**src/rtl/agu_pkg.sv**
```systemverilog
package agu_pkg;
    localparam int XLEN    = 64;
    localparam int DISP_W  = 32;
    localparam int RIDX_W  = 4;
    localparam int FIELD_W = RIDX_W - 1;

    typedef enum logic [0:0] {
        ST_IDLE = 1'b0,
        ST_DONE = 1'b1
    } agu_state_e;
endpackage

```
**src/rtl/agu_regsel.sv**
```systemverilog
module agu_regsel
    import agu_pkg::*;
(
    input  logic [7:0]        modrm,
    input  logic [7:0]        sib,
    input  logic              sib_present,
    input  logic              ext_base,
    input  logic              ext_index,
    input  logic              long_mode,
    output logic [RIDX_W-1:0] a_idx,
    output logic              a_use,
    output logic [RIDX_W-1:0] b_idx,
    output logic              b_use,
    output logic [1:0]        scale,
    output logic              add_disp,
    output logic              bad_reg
);
    localparam logic [FIELD_W-1:0] NO_BASE_CODE  = FIELD_W'(5);
    localparam logic [RIDX_W-1:0]  NO_INDEX_CODE = RIDX_W'(4);

    logic [1:0]         mode_f;
    logic               mem_form;
    logic               with_sib;
    logic [FIELD_W-1:0] base_f;

    always_comb begin
        mode_f   = modrm[7:6];
        mem_form = (mode_f != 2'b11);
        with_sib = mem_form && sib_present;
        base_f   = with_sib ? sib[2:0] : modrm[2:0];
        a_idx    = {ext_base, base_f};
        // the absent-base test looks at the raw field, before extension
        a_use    = !(with_sib && mode_f == 2'b00 && sib[2:0] == NO_BASE_CODE);
        // the absent-index test looks at the extended number
        b_idx    = {ext_index, sib[5:3]};
        b_use    = with_sib && (b_idx != NO_INDEX_CODE);
        scale    = with_sib ? sib[7:6] : 2'b00;
        add_disp = mem_form;
        bad_reg  = !long_mode && ((a_use && a_idx[RIDX_W-1]) ||
                                  (b_use && b_idx[RIDX_W-1]));
    end

    always_comb begin
        if (modrm[7:6] == 2'b11) begin
            a_r4_reg_only: assert (a_use && !b_use && !add_disp);
        end
    end
endmodule

```
**src/rtl/agu_sum.sv**
```systemverilog
module agu_sum
    import agu_pkg::*;
(
    input  logic [XLEN-1:0]   a_data,
    input  logic              a_use,
    input  logic [XLEN-1:0]   b_data,
    input  logic              b_use,
    input  logic [1:0]        scale,
    input  logic              add_disp,
    input  logic [DISP_W-1:0] disp,
    output logic [XLEN-1:0]   sum
);
    logic [XLEN-1:0] base_t, index_t, disp_t;

    always_comb begin
        base_t  = a_use ? a_data : '0;
        index_t = b_use ? (b_data << scale) : '0;
        disp_t  = add_disp ? {{(XLEN-DISP_W){disp[DISP_W-1]}}, disp} : '0;
        sum     = base_t + index_t + disp_t;
    end
endmodule

```
**src/rtl/agu_ctrl.sv**
```systemverilog
module agu_ctrl
    import agu_pkg::*;
(
    input  logic clk,
    input  logic rst_n,
    input  logic start,
    output logic accept,
    output logic done
);
    agu_state_e state_q, state_d;

    always_ff @(posedge clk) begin
        if (!rst_n) state_q <= ST_IDLE;
        else        state_q <= state_d;
    end

    always_comb begin
        state_d = state_q;
        accept  = 1'b0;
        done    = 1'b0;
        unique case (state_q)
            ST_IDLE: begin
                accept = start;
                if (start) state_d = ST_DONE;
            end
            ST_DONE: begin
                done    = 1'b1;
                state_d = ST_IDLE;
            end
            default: state_d = ST_IDLE;
        endcase
    end

    a_r2_start_to_done: assert property (@(posedge clk) disable iff (!rst_n)
        accept |=> done);
    a_r3_single_pulse: assert property (@(posedge clk) disable iff (!rst_n)
        done |=> !done);
endmodule

```
**src/rtl/ea_calc.sv**
```systemverilog
module ea_calc
    import agu_pkg::*;
(
    input  logic              clk,
    input  logic              rst_n,
    input  logic              start_i,
    input  logic [7:0]        modrm_i,
    input  logic [7:0]        sib_i,
    input  logic              sib_present_i,
    input  logic [3:0]        rex_i,
    input  logic              long_mode_i,
    input  logic [31:0]       disp_i,
    output logic [3:0]        rd_a_idx_o,
    input  logic [63:0]       rd_a_data_i,
    output logic [3:0]        rd_b_idx_o,
    input  logic [63:0]       rd_b_data_i,
    output logic              done_o,
    output logic              err_o,
    output logic [63:0]       addr_o
);
    logic            a_use, b_use, add_disp, bad_reg, accept;
    logic [1:0]      scale;
    logic [XLEN-1:0] sum;
    logic [XLEN-1:0] addr_q;
    logic            err_q;

    agu_regsel u_sel (
        .modrm       (modrm_i),
        .sib         (sib_i),
        .sib_present (sib_present_i),
        .ext_base    (rex_i[0]),
        .ext_index   (rex_i[1]),
        .long_mode   (long_mode_i),
        .a_idx       (rd_a_idx_o),
        .a_use       (a_use),
        .b_idx       (rd_b_idx_o),
        .b_use       (b_use),
        .scale       (scale),
        .add_disp    (add_disp),
        .bad_reg     (bad_reg)
    );

    agu_sum u_sum (
        .a_data   (rd_a_data_i),
        .a_use    (a_use),
        .b_data   (rd_b_data_i),
        .b_use    (b_use),
        .scale    (scale),
        .add_disp (add_disp),
        .disp     (disp_i),
        .sum      (sum)
    );

    agu_ctrl u_ctrl (
        .clk    (clk),
        .rst_n  (rst_n),
        .start  (start_i),
        .accept (accept),
        .done   (done_o)
    );

    always_ff @(posedge clk) begin
        if (!rst_n) begin
            addr_q <= '0;
            err_q  <= 1'b0;
        end else if (accept) begin
            addr_q <= bad_reg ? '1 : sum;
            err_q  <= bad_reg;
        end
    end

    assign addr_o = addr_q;
    assign err_o  = err_q;

    a_r9_err_all_ones: assert property (@(posedge clk) disable iff (!rst_n)
        (done_o && err_o) |-> (&addr_o));
    a_r9_long_no_err: assert property (@(posedge clk) disable iff (!rst_n)
        (accept && long_mode_i) |=> !err_o);
    a_r4_mod3_value: assert property (@(posedge clk) disable iff (!rst_n)
        (accept && long_mode_i && modrm_i[7:6] == 2'b11) |=> (addr_o == $past(rd_a_data_i)));
    a_r3_hold_result: assert property (@(posedge clk) disable iff (!rst_n)
        !accept |=> $stable(addr_o));
endmodule

```
**config.mk**
```make
export PLATFORM = sky130hd
export DESIGN_NAME = ea_calc
export DESIGN_NICKNAME = d
export VERILOG_FILES = /design/src/rtl/agu_pkg.sv /design/src/rtl/agu_regsel.sv /design/src/rtl/agu_sum.sv /design/src/rtl/agu_ctrl.sv /design/src/rtl/ea_calc.sv
export SDC_FILE = /design/constraint.sdc
export NUM_CORES = 1
export LEC_CHECK = 0
export BUFFER_PORTS_ARGS = -buffer_cell sky130_fd_sc_hd__buf_2
export CAP_MARGIN = 20
export CORE_MARGIN = 1.5
export CORE_UTILIZATION = 55
export CTS_CLUSTER_SIZE = 8
export DETAILED_ROUTE_END_ITERATION = 10
export PLACE_DENSITY = 0.83
export SLEW_MARGIN = 20
export SYNTH_ARGS = -nofsm -noshare
export SYNTH_HDL_FRONTEND = slang
export SYNTH_SLANG_ARGS = --single-unit
```
**constraint.sdc**
```tcl
create_clock -name clk -period 5.9 [get_ports clk]
set_input_delay 0.59 -clock clk [delete_from_list [all_inputs] [get_ports clk]]
set_output_delay 0.59 -clock clk [all_outputs]
set_load 0.01 [all_outputs]
```
# After elaboration in Yosys (flattened, before gate mapping)
# Cells that the tools add are included.
# totals
ff_bits	66
inputBits	185
elab_cells	31
# classes
add_sub_neg	2
n_eq_ne	3
shifts	1
muxes	10
bitwise_logic	1
n_reduce_logical	11
# op_table
op	n
64-bit two-way mux	4
64-bit adder	2
64-bit by 2-bit << shifter with 64-bit output	1
1-bit logical AND	7
4-bit by 3-bit inequality test with 1-bit output, second input constant	1
3-bit == test, second input constant	1
1-bit two-way mux	3
3-bit two-way mux	1
1-bit zero test	2
2-bit zero test	1
2-bit two-way mux	1
2-bit inequality test, second input constant	1
1-bit one-hot mux with 2 select lines	1
1-bit logical OR	1
1-bit inverter	1

# Logic depth before layout (Yosys ltp)
# Gate-level depths: netlist of run 1.
# depth
depth_word	9
depth_mapped	22
mapped_depth_nobuf	20

# Cells and area by module
# A second synthesis of run 1 with hierarchy kept.
# unflattened
cells_unflattened	1143
hier_area_um2	10015.9
# modules_own_cells
mod	n_inst	cells_each	area_each_um2
agu_sum	1	968	7641.1
ea_calc	1	153	2189.6
agu_regsel	1	19	150.1
agu_ctrl	1	3	35.0

# Least setup slack after synthesis of run 1
# No wires, ideal clock.
# synth_timing
kind	in2reg
startpoint	input sib_i[7]
endpoint	register addr_q[62] (netlist: addr_o[62])
setup_time_ps	133
t_arrival_ps	5110
path_slack_ps	657
cell_stages	19
n_path_buf	4
cell_sequence	clkbuf_1 buf_1 buf_1 mux4_2 nand2_1 fa_1 inv_1 ha_1 buf_2 a21oi_1 nand2_1 a221oi_1 o21ai_1 a211o_1 a31o_1 a221o_1 o31ai_1 xor2_1 a21oi_1
# synth_between
elab_chain_cells	6
# synth_lines
item	line	rtl
start, declared	ea_calc.sv:8	input logic [7:0] sib_i,
2-bit two-way mux	agu_regsel.sv:37	scale = with_sib ? sib[7:6] : 2'b00;
64-bit by 2-bit << shifter with 64-bit output	agu_sum.sv:17	index_t = b_use ? (b_data << scale) : '0;
64-bit two-way mux	agu_sum.sv:17	
64-bit adder (2 in a row)	agu_sum.sv:19	sum = base_t + index_t + disp_t;
64-bit two-way mux	ea_calc.sv:67	addr_q <= bad_reg ? '1 : sum;
end signal, assigned	ea_calc.sv:67	
end, declared	ea_calc.sv:24	logic [XLEN-1:0] addr_q;
# No other way between the ends.
# A chain may end at the register's enable or synchronous reset.

# Final worst setup path of run 1
# layout_timing
startpoint	input modrm_i[6]
endpoint	register addr_q[47] (netlist: addr_o[47])
# layout_between
elab_chain_cells	9
word_cells_on_any_way	19
# layout_lines
item	line	rtl
start, declared	ea_calc.sv:7	input logic [7:0] modrm_i,
branches (longest 8 deep; another with 64-bit adder)	--	
64-bit two-way mux (*)	ea_calc.sv:67	
# Mark *: on every way between the ends.

==> results of run 1 <==
cells in the final DEF (no fill, tap or decap), types with 23 or more instances in the layout:
master | netlist | routed
nand4_1 | 23 | 23
ha_1 | 62 | 62
nor2_1 | 39 | 39
o21ai_0 | 92 | 92
and2_1 | 26 | 26
xnor2_1 | 28 | 28
a21o_1 | 24 | 24
a21oi_1 | 137 | 137
dfxtp_1 | 66 | 66
inv_1 | 135 | 135
xor2_1 | 33 | 33
buf_2 | 4 | 252
fa_1 | 64 | 64
mux4_2 | 58 | 58
nand2_1 | 202 | 200
cells by family after synthesis:
logic type,count (synthesis),synth area share (%)
simple gates,339,15.42
xor+xnor,61,5.459
flops,66,13.50
fa+ha+maj,126,21.02
mux,66,14.23
buf+inv,220,8.681
compound gates,347,21.70
registers in the layout (all words and copies together), names as in the netlist:
signal and cells:
addr_o 64, err_o 1, u_ctrl.state_q 1
synthesized netlist by cell type, types with 3 or more instances:
library cell | n | area share [%]
a2111oi_0 | 3 | 0.27
or3_1 | 3 | 0.19
xnor2_1 | 28 | 2.5
o21bai_1 | 15 | 1.2
o21a_1 | 3 | 0.23
buf_2 | 4 | 0.20
xor2_1 | 33 | 3.0
o31ai_1 | 4 | 0.31
o31ai_4 | 3 | 0.65
nand2b_1 | 5 | 0.32
clkbuf_1 | 68 | 2.6
ha_1 | 62 | 7.9
and2_1 | 26 | 1.7
o21ai_2 | 3 | 0.27
dfxtp_1 | 66 | 14
a211oi_1 | 6 | 0.46
nor3_1 | 14 | 0.72
a31oi_1 | 4 | 0.26
inv_1 | 135 | 5.2
o221a_2 | 3 | 0.35
o21ai_0 | 92 | 4.7
a21o_1 | 24 | 1.8
nand2_1 | 202 | 7.7
nor2_1 | 39 | 1.5
o211ai_1 | 9 | 0.69
buf_1 | 8 | 0.31
buf_4 | 5 | 0.38
o21ai_1 | 13 | 0.66
mux2_2 | 5 | 0.58
a22oi_1 | 3 | 0.23
nor2b_1 | 4 | 0.26
nand3_1 | 9 | 0.46
a21oi_1 | 137 | 7.0
fa_1 | 64 | 13
mux2i_1 | 3 | 0.31
nand4_1 | 23 | 1.5
mux4_2 | 58 | 13
cell type report:
type / count / area (um^2)
Multi-Input combinational cell: 939 / 7631
Fill cell: 1480 / 5977
Timing Repair Buffer: 266 / 1379
Sequential cell: 66 / 1321
Inverter: 135 / 506.7
Tap cell: 225 / 281.5
Clock buffer: 9 / 225.2
Clock inverter: 6 / 35.03
worst paths after layout:
| kind | endpoint | cells after the start | start |
|---|---|---|---|
| setup / recovery | addr_o[47]$_SDFFE_PN0P_ | 19 | modrm_i[6] |
| hold reg to reg | err_o$_SDFFE_PN0P_ | 2 | err_o$_SDFFE_PN0P_ |
| hold / removal | err_o$_SDFFE_PN0P_ | 2 | err_o$_SDFFE_PN0P_ |
| setup reg to reg | addr_o[51]$_SDFFE_PN0P_ | 6 | u_ctrl.state_q$_SDFF_PN0_ |
metal layers:
metal | global-route usage, % | part of all wire, % | routed length, um | vias up
li1 | - | - | - | 4644
met1 | 38.23 | 42 | 11400 | 4648
met2 | 51.35 | 48 | 13310 | 475
met3 | 4.586 | 7.4 | 2022 | 62
met4 | 9.811 | 2.6 | 714 | 0
met5 | 0 | 0 | 0 | -
metrics by stage:
stage / std cells / util, %
2_1_floorplan: 1225 / -
6_report: 1646 / 65.56
3_3_place_gp: 1631 / 64.06
4_1_cts: 1646 / 65.56
5_1_grt: 1646 / 65.56
3_5_place_dp: 1631 / 64.06
critical path: stages:
cell	delay, ns
buf_2	0.09
nand2_1	0.07
and2_1	0.26
nand2_2	0.21
buf_4	0.37
mux4_2	0.35
and2_1	0.19
fa_1	0.49
ha_1	0.38
o211ai_1	0.12
a21oi_1	0.10
nor2_1	0.23
o21ai_0	0.12
a21oi_1	0.34
o21ai_2	0.17
a221oi_2	0.47
o31ai_4	0.18
a2111oi_0	0.46
a211oi_1	0.09
power by group through the flow:
stage	clock, mW	sequential (mW)	combinational [mW]
global placement	0	0.545	1.54
detailed placement	0	0.547	1.57
global route	0.515	0.545	1.78
finish	0.493	0.540	1.60
CTS	0.497	0.538	1.59
floorplan	0	0.569	1.13
==> impl_results.md, run 1 <==
- Status: finished, final reports clean
- Combinational power share: 60.8%
- Die ar.: 18,600 um^2
- DR iter-0 viols: 672
- Seq pwr share: 20.5%
- Main flop type after synthesis: dfxtp_1
- CTS Buf Count: 9
- Post-cts sizing count: 0
- Final-stage net count: 1,728
- Slew @ Worst Pin: 1.061 ns
- Relative slew margins: 29.26%
- Drt wl/cell: 16.68 um
- First-pass GRT wire length: 44,790 um
- Lkg Pwr: 5.640 nW
- FF+latch count, synth: 66
- Final setup fails: 0
- Gp weighted congestion: 0.9203
- Vias after detailed routing: 9,829
- Ports: 259
- Period utilization: 85.59%
- Fmax: 0.1980 GHz
- Max-cap viol count: 0
- IO buf count: 253
- Max Clock Skew: 0.003814 ns
- Synthesized instance count: 1,225
- Synthesized Nets: 1,536
- Cts hold-fix bufs: 0
- Area after DPL: 11,120 um^2
- Slew Viols, Final: 0
- Clk Latency, worst-skew pair: 0.35 ns
- Setup WS pre-CTS: 0.5461 ns
- Netlist cell types: 66
- Hold WC Path Type: reg2reg
- Worst setup path class: in2reg
- Pre-Repair DR Iteration Count: 5
- Largest net degree at the start of global routing: 69
- Worst Setup Start Kind: input port
- RSZ-0062 raised after global routing: no
- Layout cell share with drive strength beyond 1: 25.83%
- Sw frac: 45.37%
- GRT Overall Usage: 29.81%
- Clk sinks: 66
- Antenna violations before repair: 0
- Crit end category: flip-flop
- Fin worst setup slack: 0.8500 ns
- Core ar.: 17,360 um^2
- Clock network power share: 18.7%
- Worst hold slack: 0.5141 ns
- Width of the die: 136.4 um
- Avg Vias per Cell: 5.971
- Yosys Warn Count: 0
- TritonCTS clock tree: done
- Total power: 2.637 mW
- Vias in the first global route: 9,475
- Asr flop ratio synth: 0%
- Die Ht: 136.4 um
- Worst-path fanout max: 26
- Crit path DAT: 5.27 ns
- Int Power: 1.441 mW
- Final wirelength: 27,450 um
- EDFF count, synth: 0
- DRC Markers: 0
- Pwr Density: 231.8 nW/um^2
- Postcts setup bufs: 0
- R2r setup slk: 3.35 ns
- HPWL Detailed: 21,670 um
- H-Tree Depth: 3
- Antenna Nets Post-Route: 0
- Initial Utilization: 56.39%
- Longest Clk Path Bufs: 2
- Period minus WS final: 5.050 ns
- GRT overflow: 0
- Rows: 48
- Clock Tree Root: clkbuf_16
- Area Overhead vs Synth: 16.27%
- Final hold violations: 0
- Antenna Cells: 0
- Clk slew on worst S/H paths: 0.06 ns
- Seq/Total Area, Yosys: 13.50%
- Maximum VDD drop: 182.9 uV
- Fin Setup TNS: 0 ns
- Mean area per synthesized cell: 7.989 um^2
- WP data required: 6.12 ns
- Switch Pwr: 1.196 mW
- Mapped Area: 9787 um^2
- Final Instance Area: 11,380 um^2
No activity file was read; power rests on OpenSTA's default activity.
==> run 2, diff against run 1 <==
--- a/config.mk
+++ b/config.mk
@@ -7,10 +7,11 @@
 export LEC_CHECK = 0
 export BUFFER_PORTS_ARGS = -buffer_cell sky130_fd_sc_hd__buf_2
 export CAP_MARGIN = 20
-export CORE_MARGIN = 1.5
+export CORE_MARGIN = 1
 export CORE_UTILIZATION = 55
 export CTS_CLUSTER_SIZE = 8
 export DETAILED_ROUTE_END_ITERATION = 10
+export GPL_TIMING_DRIVEN = 1
 export PLACE_DENSITY = 0.83
 export SLEW_MARGIN = 20
 export SYNTH_ARGS = -nofsm -noshare
==> run 2 against run 1 <==
Compared with the run above:
- hold slack improved by 0.025 ns
- largest power group unchanged
- largest cell class unchanged
- final cell count increased by 0.18%
- flip-flop and latch count unchanged
- core utilization increased by 0.39 points
- fmax decreased by 0.14%
- non-clock buffer count increased by 2
- setup slack got worse by 0.0071 ns
==> impl_results.md, run 2 (synthesized netlist as in run 1, its figures left out) <==
- Fill cell count: 1,469
- Longest Clk Path Bufs: 2
- Clk Latency, worst-skew pair: 0.34 ns
- Worst-path fanout max: 29
- Vias after detailed routing: 9,865
- Layout cell share with drive strength beyond 1: 25.98%
- FF-to-FF End: addr_o[22]$_SDFFE_PN0P_
- Slew Viols, Final: 0
- HPWL Detailed: 21,560 um
- Critical path endpoint: addr_o[60]$_SDFFE_PN0P_
- Critical path launch point: modrm_i[6]
- Core ar.: 17,360 um^2
- Final wirelength: 27,730 um
- Rows: 48
- Cts hold-fix bufs: 0
- GRT overflow: 0
- Post-cts sizing count: 0
- Total power: 2.706 mW
- GRT Overall Usage: 30.34%
- Die Ht: 135.4 um
- Maximum VDD drop: 231.0 uV
- Max-cap viol count: 0
- First-pass GRT wire length: 44,640 um
- Commonest cells after routing, fill and taps aside: buf_2, nand2_1, a21oi_1
- Int Power: 1.510 mW
- Width of the die: 135.4 um
- Sw frac: 44.21%
- Avg Vias per Cell: 5.982
- Hold WC Path Type: reg2reg
- Clock Tree Root: clkbuf_16
- Status: finished, final reports clean
- Max reg flops: 64
- Antenna violations before repair: 0
- DR iter-0 viols: 664
- Ports: 259
- Clock network power share: 20.7%
- Fmax: 0.1977 GHz
- TritonCTS clock tree: done
- Crit path DAT: 5.24 ns
- Final-stage net count: 1,730
- IO buf count: 253
- Seq pwr share: 20.0%
- Largest net degree at the start of global routing: 69
- Pwr Density: 236.4 nW/um^2
- Drt wl/cell: 16.82 um
- Combinational power share: 59.3%
- Relative slew margins: 47.83%
- WP data required: 6.08 ns
- Period utilization: 85.71%
- Max Clock Skew: 0.003698 ns
- Final setup fails: 0
- Initial Utilization: 56.39%
- Cell count of the worst reg-to-reg path: 5
- Most common cell after layout, fill and taps aside: buf_2
- Fin Setup TNS: 0 ns
- R2r setup slk: 3.36 ns
- Period minus WS final: 5.057 ns
- Switch Pwr: 1.196 mW
- Clk slew on worst S/H paths: 0.06 ns
- Antenna Cells: 0
- Die ar.: 18,330 um^2
- Clk sinks: 66
- RSZ-0062 raised after global routing: no
- Postcts setup bufs: 0
- Area Overhead vs Synth: 16.96%
- Crit end category: flip-flop
- Final hold violations: 0
- Worst setup path class: in2reg
- Pre-Repair DR Iteration Count: 5
- Slew @ Worst Pin: 0.7825 ns
- Lkg Pwr: 5.678 nW
- Reg2reg start: u_ctrl.state_q$_SDFF_PN0_
- CTS Buf Count: 9
- H-Tree Depth: 3
- Antenna Nets Post-Route: 0
- Worst Setup Start Kind: input port
- DRC Markers: 0
- Core Util, Final: 65.95%
- Vias in the first global route: 9,383
- Gp weighted congestion: 0.9291
run 2: changes by cell type in the layout (fill, tap and decap cells not counted), sizes merged:
cell,delta
clkinvlp,-1
clkinv,-1
clkbuf,+2
buf,+2
bufinv,+1
run 2: power groups by stage:
stage / Sequential, mW / Combinational, mW / Clock [mW]
final: 0.541 / 1.60 / 0.560
after global routing: 0.545 / 1.78 / 0.590
after CTS: 0.540 / 1.59 / 0.569
after detailed placement: 0.548 / 1.57 / 0
after global placement: 0.547 / 1.54 / 0
after floorplan: 0.569 / 1.13 / 0
run 2: metal layers:
| layer | part of all wire [%] | up-vias | global-route usage, % | wire (um) |
|---|---|---|---|---|
| met5 | 0 | - | 0 | 0 |
| met4 | 2.6 | 0 | 9.863 | 718 |
| met3 | 7.9 | 55 | 5.948 | 2191 |
| met2 | 48 | 481 | 51.48 | 13400 |
| met1 | 41 | 4681 | 38.67 | 11420 |
| li1 | - | 4648 | - | - |
run 2: stage by stage:
step / setup slack (ns) / instance area, um^2 / cells / hold slack [ns]
5_1_grt: 0.5305 / 11450 / 1649 / 0.5708
6_report: 0.8429 / 11450 / 1649 / 0.5389
3_3_place_gp: 0.6966 / 11110 / 1632 / 0.5157
2_1_floorplan: 0.6571 / 9787 / 1225 / 0.5490
4_1_cts: 0.8976 / 11420 / 1648 / 0.5402
3_5_place_dp: 0.5546 / 11110 / 1632 / 0.5188
run 2: cell type report:
type	count	area [um^2]	area share, %
sequential	66	1321	11.54
inverter	135	506.7	4.427
clock inverter	5	52.55	0.4591
tap	225	281.5	2.459
clock buffer	11	252.7	2.208
multi-input combinational	939	7631	66.66
timing repair buffer	268	1401	12.24
run 2: critical path: stages:
cell	delay (ns)
buf_2	0.09
nand2_1	0.06
and2_1	0.25
nand2_2	0.14
buf_4	0.36
mux4_2	0.35
and2_1	0.18
fa_1	0.46
ha_1	0.40
a21oi_1	0.16
o21ai_1	0.11
a21boi_0	0.34
o31ai_4	0.18
a31oi_1	0.46
o31ai_1	0.26
o41ai_2	0.44
o41ai_2	0.14
xnor2_1	0.14
a21oi_1	0.09
run 2: how the worst min path moves through the flow:
stage | start | endpoint | cells after the start
floorplan | err_o$_SDFFE_PN0P_ | err_o$_SDFFE_PN0P_ | 2
global placement | err_o$_SDFFE_PN0P_ | err_o$_SDFFE_PN0P_ | 2
detailed placement | addr_o[5]$_SDFFE_PN0P_ | addr_o[5]$_SDFFE_PN0P_ | 2
CTS | addr_o[15]$_SDFFE_PN0P_ | addr_o[15]$_SDFFE_PN0P_ | 2
global route | addr_o[43]$_SDFFE_PN0P_ | addr_o[43]$_SDFFE_PN0P_ | 2
finish | addr_o[15]$_SDFFE_PN0P_ | addr_o[15]$_SDFFE_PN0P_ | 2
==> run 3, diff against run 2 <==
--- a/config.mk
+++ b/config.mk
@@ -5,14 +5,14 @@
 export SDC_FILE = /design/constraint.sdc
 export NUM_CORES = 1
 export LEC_CHECK = 0
-export BUFFER_PORTS_ARGS = -buffer_cell sky130_fd_sc_hd__buf_2
 export CAP_MARGIN = 20
 export CORE_MARGIN = 1
-export CORE_UTILIZATION = 55
+export CORE_UTILIZATION = 66
 export CTS_CLUSTER_SIZE = 8
 export DETAILED_ROUTE_END_ITERATION = 10
+export DONT_BUFFER_PORTS = 1
 export GPL_TIMING_DRIVEN = 1
-export PLACE_DENSITY = 0.83
+export PLACE_DENSITY = 0.82
 export SLEW_MARGIN = 20
 export SYNTH_ARGS = -nofsm -noshare
 export SYNTH_HDL_FRONTEND = slang
==> run 3 against run 2 <==
Compared with the run above:
- flip-flop and latch count did not move
- total power fell by 4.8%
- design area fell by 12%
- clock-buffer cell count fell by 1
- first-iteration DRC count rose by 13%
- clock power rose by 6.6%
- hold slack got worse by 0.14 ns
- die area fell by 16%
- global-route usage rose by 1.8 points
- setup slack improved by 0.091 ns
==> impl_results.md, run 3 (synthesized netlist as in run 1, its figures left out) <==
- DRC Markers: 0
- Slew Viols, Final: 0
- Worst Setup Start Kind: input port
- CP bufs+invs: 2
- Rows: 44
- First-pass GRT wire length: 39,220 um
- Slowest stage cell, crit path: fa_1
- Final setup fails: 0
- Hold_sp: rst_n
- Sw frac: 43.30%
- Combinational power share: 54.0%
- Postcts setup bufs: 0
- Drt wl/cell: 18.29 um
- Status: finished, final reports clean
- RSZ-0062 raised after global routing: no
- CTS Buf Count: 9
- GR Util met2: 53.06%
- Max-cap viol count: 0
- Area Overhead vs Synth: 3.414%
- Reg2reg start: u_ctrl.state_q$_SDFF_PN0_
- Fill cell count: 1,203
- Cell class contributing the biggest share of worst-path delay: compound AO/OA/AOI/OAI gates
- Max Clock Skew: 0.003731 ns
- Pre-Repair DR Iteration Count: 5
- Period utilization: 84.18%
- Fmax: 0.2014 GHz
- Longest Clk Path Bufs: 2
- Grt peak-use layer: met2
- Cell count of the worst reg-to-reg path: 6
- Commonest cells after routing, fill and taps aside: nand2_1, a21oi_1, inv_1
- R2r setup slk: 3.21 ns
- IO buf count: 0
- Critical path endpoint: addr_o[62]$_SDFFE_PN0P_
- Most common cell after layout, fill and taps aside: nand2_1
- Die ar.: 15,320 um^2
- H-Tree Depth: 3
- Max reg flops: 64
- Critical path depth in cells: 18
- Clk sinks: 66
- Switch Pwr: 1.115 mW
- GRT Overall Usage: 32.16%
- Clk Latency, worst-skew pair: 0.34 ns
- Clk slew on worst S/H paths: 0.06 ns
- Width of the die: 123.8 um
- WP data required: 6.08 ns
- Initial Utilization: 67.59%
- Core Util, Final: 69.90%
- Antenna Cells: 0
- Fin Setup TNS: 0 ns
- Total power: 2.575 mW
- GRT overflow: 0
- Worst setup path class: in2reg
- Clock Tree Root: clkbuf_16
- Gp weighted congestion: 0.9044
- Hold WC Path Type: in2reg
- DR iter-0 viols: 750
- Vias in the first global route: 8,260
- HPWL Detailed: 19,470 um
- Seq pwr share: 22.8%
- FF-to-FF End: addr_o[51]$_SDFFE_PN0P_
- TritonCTS clock tree: done
- Worst-path fanout max: 27
- Ports: 259
- Critical path launch point: modrm_i[6]
- Largest net degree at the start of global routing: 69
- Maximum VDD drop: 186.5 uV
- Int Power: 1.460 mW
- Cts hold-fix bufs: 0
- CP peak stage delay: 0.52 ns
- Period minus WS final: 4.966 ns
- Crit path DAT: 5.15 ns
- Crit end category: flip-flop
- Pwr Density: 254.4 nW/um^2
- Slew @ Worst Pin: 0.8713 ns
- Post-cts sizing count: 0
- Avg Vias per Cell: 6.445
- Cells along the critical path: nand2_1 -> and2_1 -> o41a_2 -> buf_4 -> nand2_1 -> fa_1 -> inv_1 -> ha_1 -> a21oi_1 -> nand2_1 -> a221oi_1 -> o21ai_1 -> a211o_1 -> a31o_1 -> a221o_1 -> o31ai_1 -> xor2_1 -> a21oi_1
- Layout cell share with drive strength beyond 1: 9.760%
- Relative slew margins: 41.91%
- Die Ht: 123.8 um
- Vias after detailed routing: 8,714
- Antenna violations before repair: 0
- GRT met1 Usage: 42.27%
- Core ar.: 14,480 um^2
- Final wirelength: 24,730 um
- Antenna Nets Post-Route: 0
- Final-stage net count: 1,474
- GR Util met3: 6.227%
- Clock network power share: 23.2%
- Worst path most repeated cell: nand2_1
- Final Non-Filler Cells: 1,352
- Final hold violations: 0
- Placed cells: 1,336
- Lkg Pwr: 4.613 nW
## run 3: changes by cell type in the layout (fill, tap and decap cells not counted), sizes merged
cell / change
clkbuf: -1
buf: -256
bufinv: +1
## run 3: through the flow
step | hold slack (ns) | area, um^2 | setup slack [ns]
5_1_grt | 0.3901 | 10120 | 0.6586
4_1_cts | 0.3878 | 10120 | 0.9857
6_report | 0.4002 | 10120 | 0.9336
3_5_place_dp | 0.5667 | 9792 | 0.6698
3_3_place_gp | 0.5690 | 9792 | 0.7701
2_1_floorplan | 0.5490 | 9787 | 0.6571
## run 3: worst min-delay path by stage
stage / cells after the start / slack, ns / to
after floorplan: 2 / 0.55 / err_o$_SDFFE_PN0P_
after global placement: 2 / 0.57 / err_o$_SDFFE_PN0P_
after detailed placement: 2 / 0.57 / err_o$_SDFFE_PN0P_
after CTS: 1 / 0.39 / u_ctrl.state_q$_SDFF_PN0_
after global routing: 1 / 0.39 / u_ctrl.state_q$_SDFF_PN0_
final: 1 / 0.40 / u_ctrl.state_q$_SDFF_PN0_
## run 3: layout make-up
type                       count  area, um^2  share of cell area (%)
multi-input combinational    939        7631                   75.40
sequential                    66        1321                   13.05
inverter                     135       506.7                   5.007
clock buffer                  10       239.0                   2.361
tap                          184       230.2                   2.275
timing repair buffer          12       102.6                   1.014
clock inverter                 6       90.09                  0.8901
## run 3: power by group through the flow
stage	combinational, mW	clock (mW)	sequential, mW
2_1_floorplan	1.13	0	0.569
3_3_place_gp	1.35	0	0.594
3_5_place_dp	1.37	0	0.594
4_1_cts	1.38	0.601	0.586
5_1_grt	1.56	0.621	0.593
6_report	1.39	0.597	0.586
## run 3: per-layer routing
metal	vias to the layer above	routed length (um)
met5	-	0
met4	0	528
met3	32	1980
met2	353	11660
met1	4198	10570
li1	4131	-
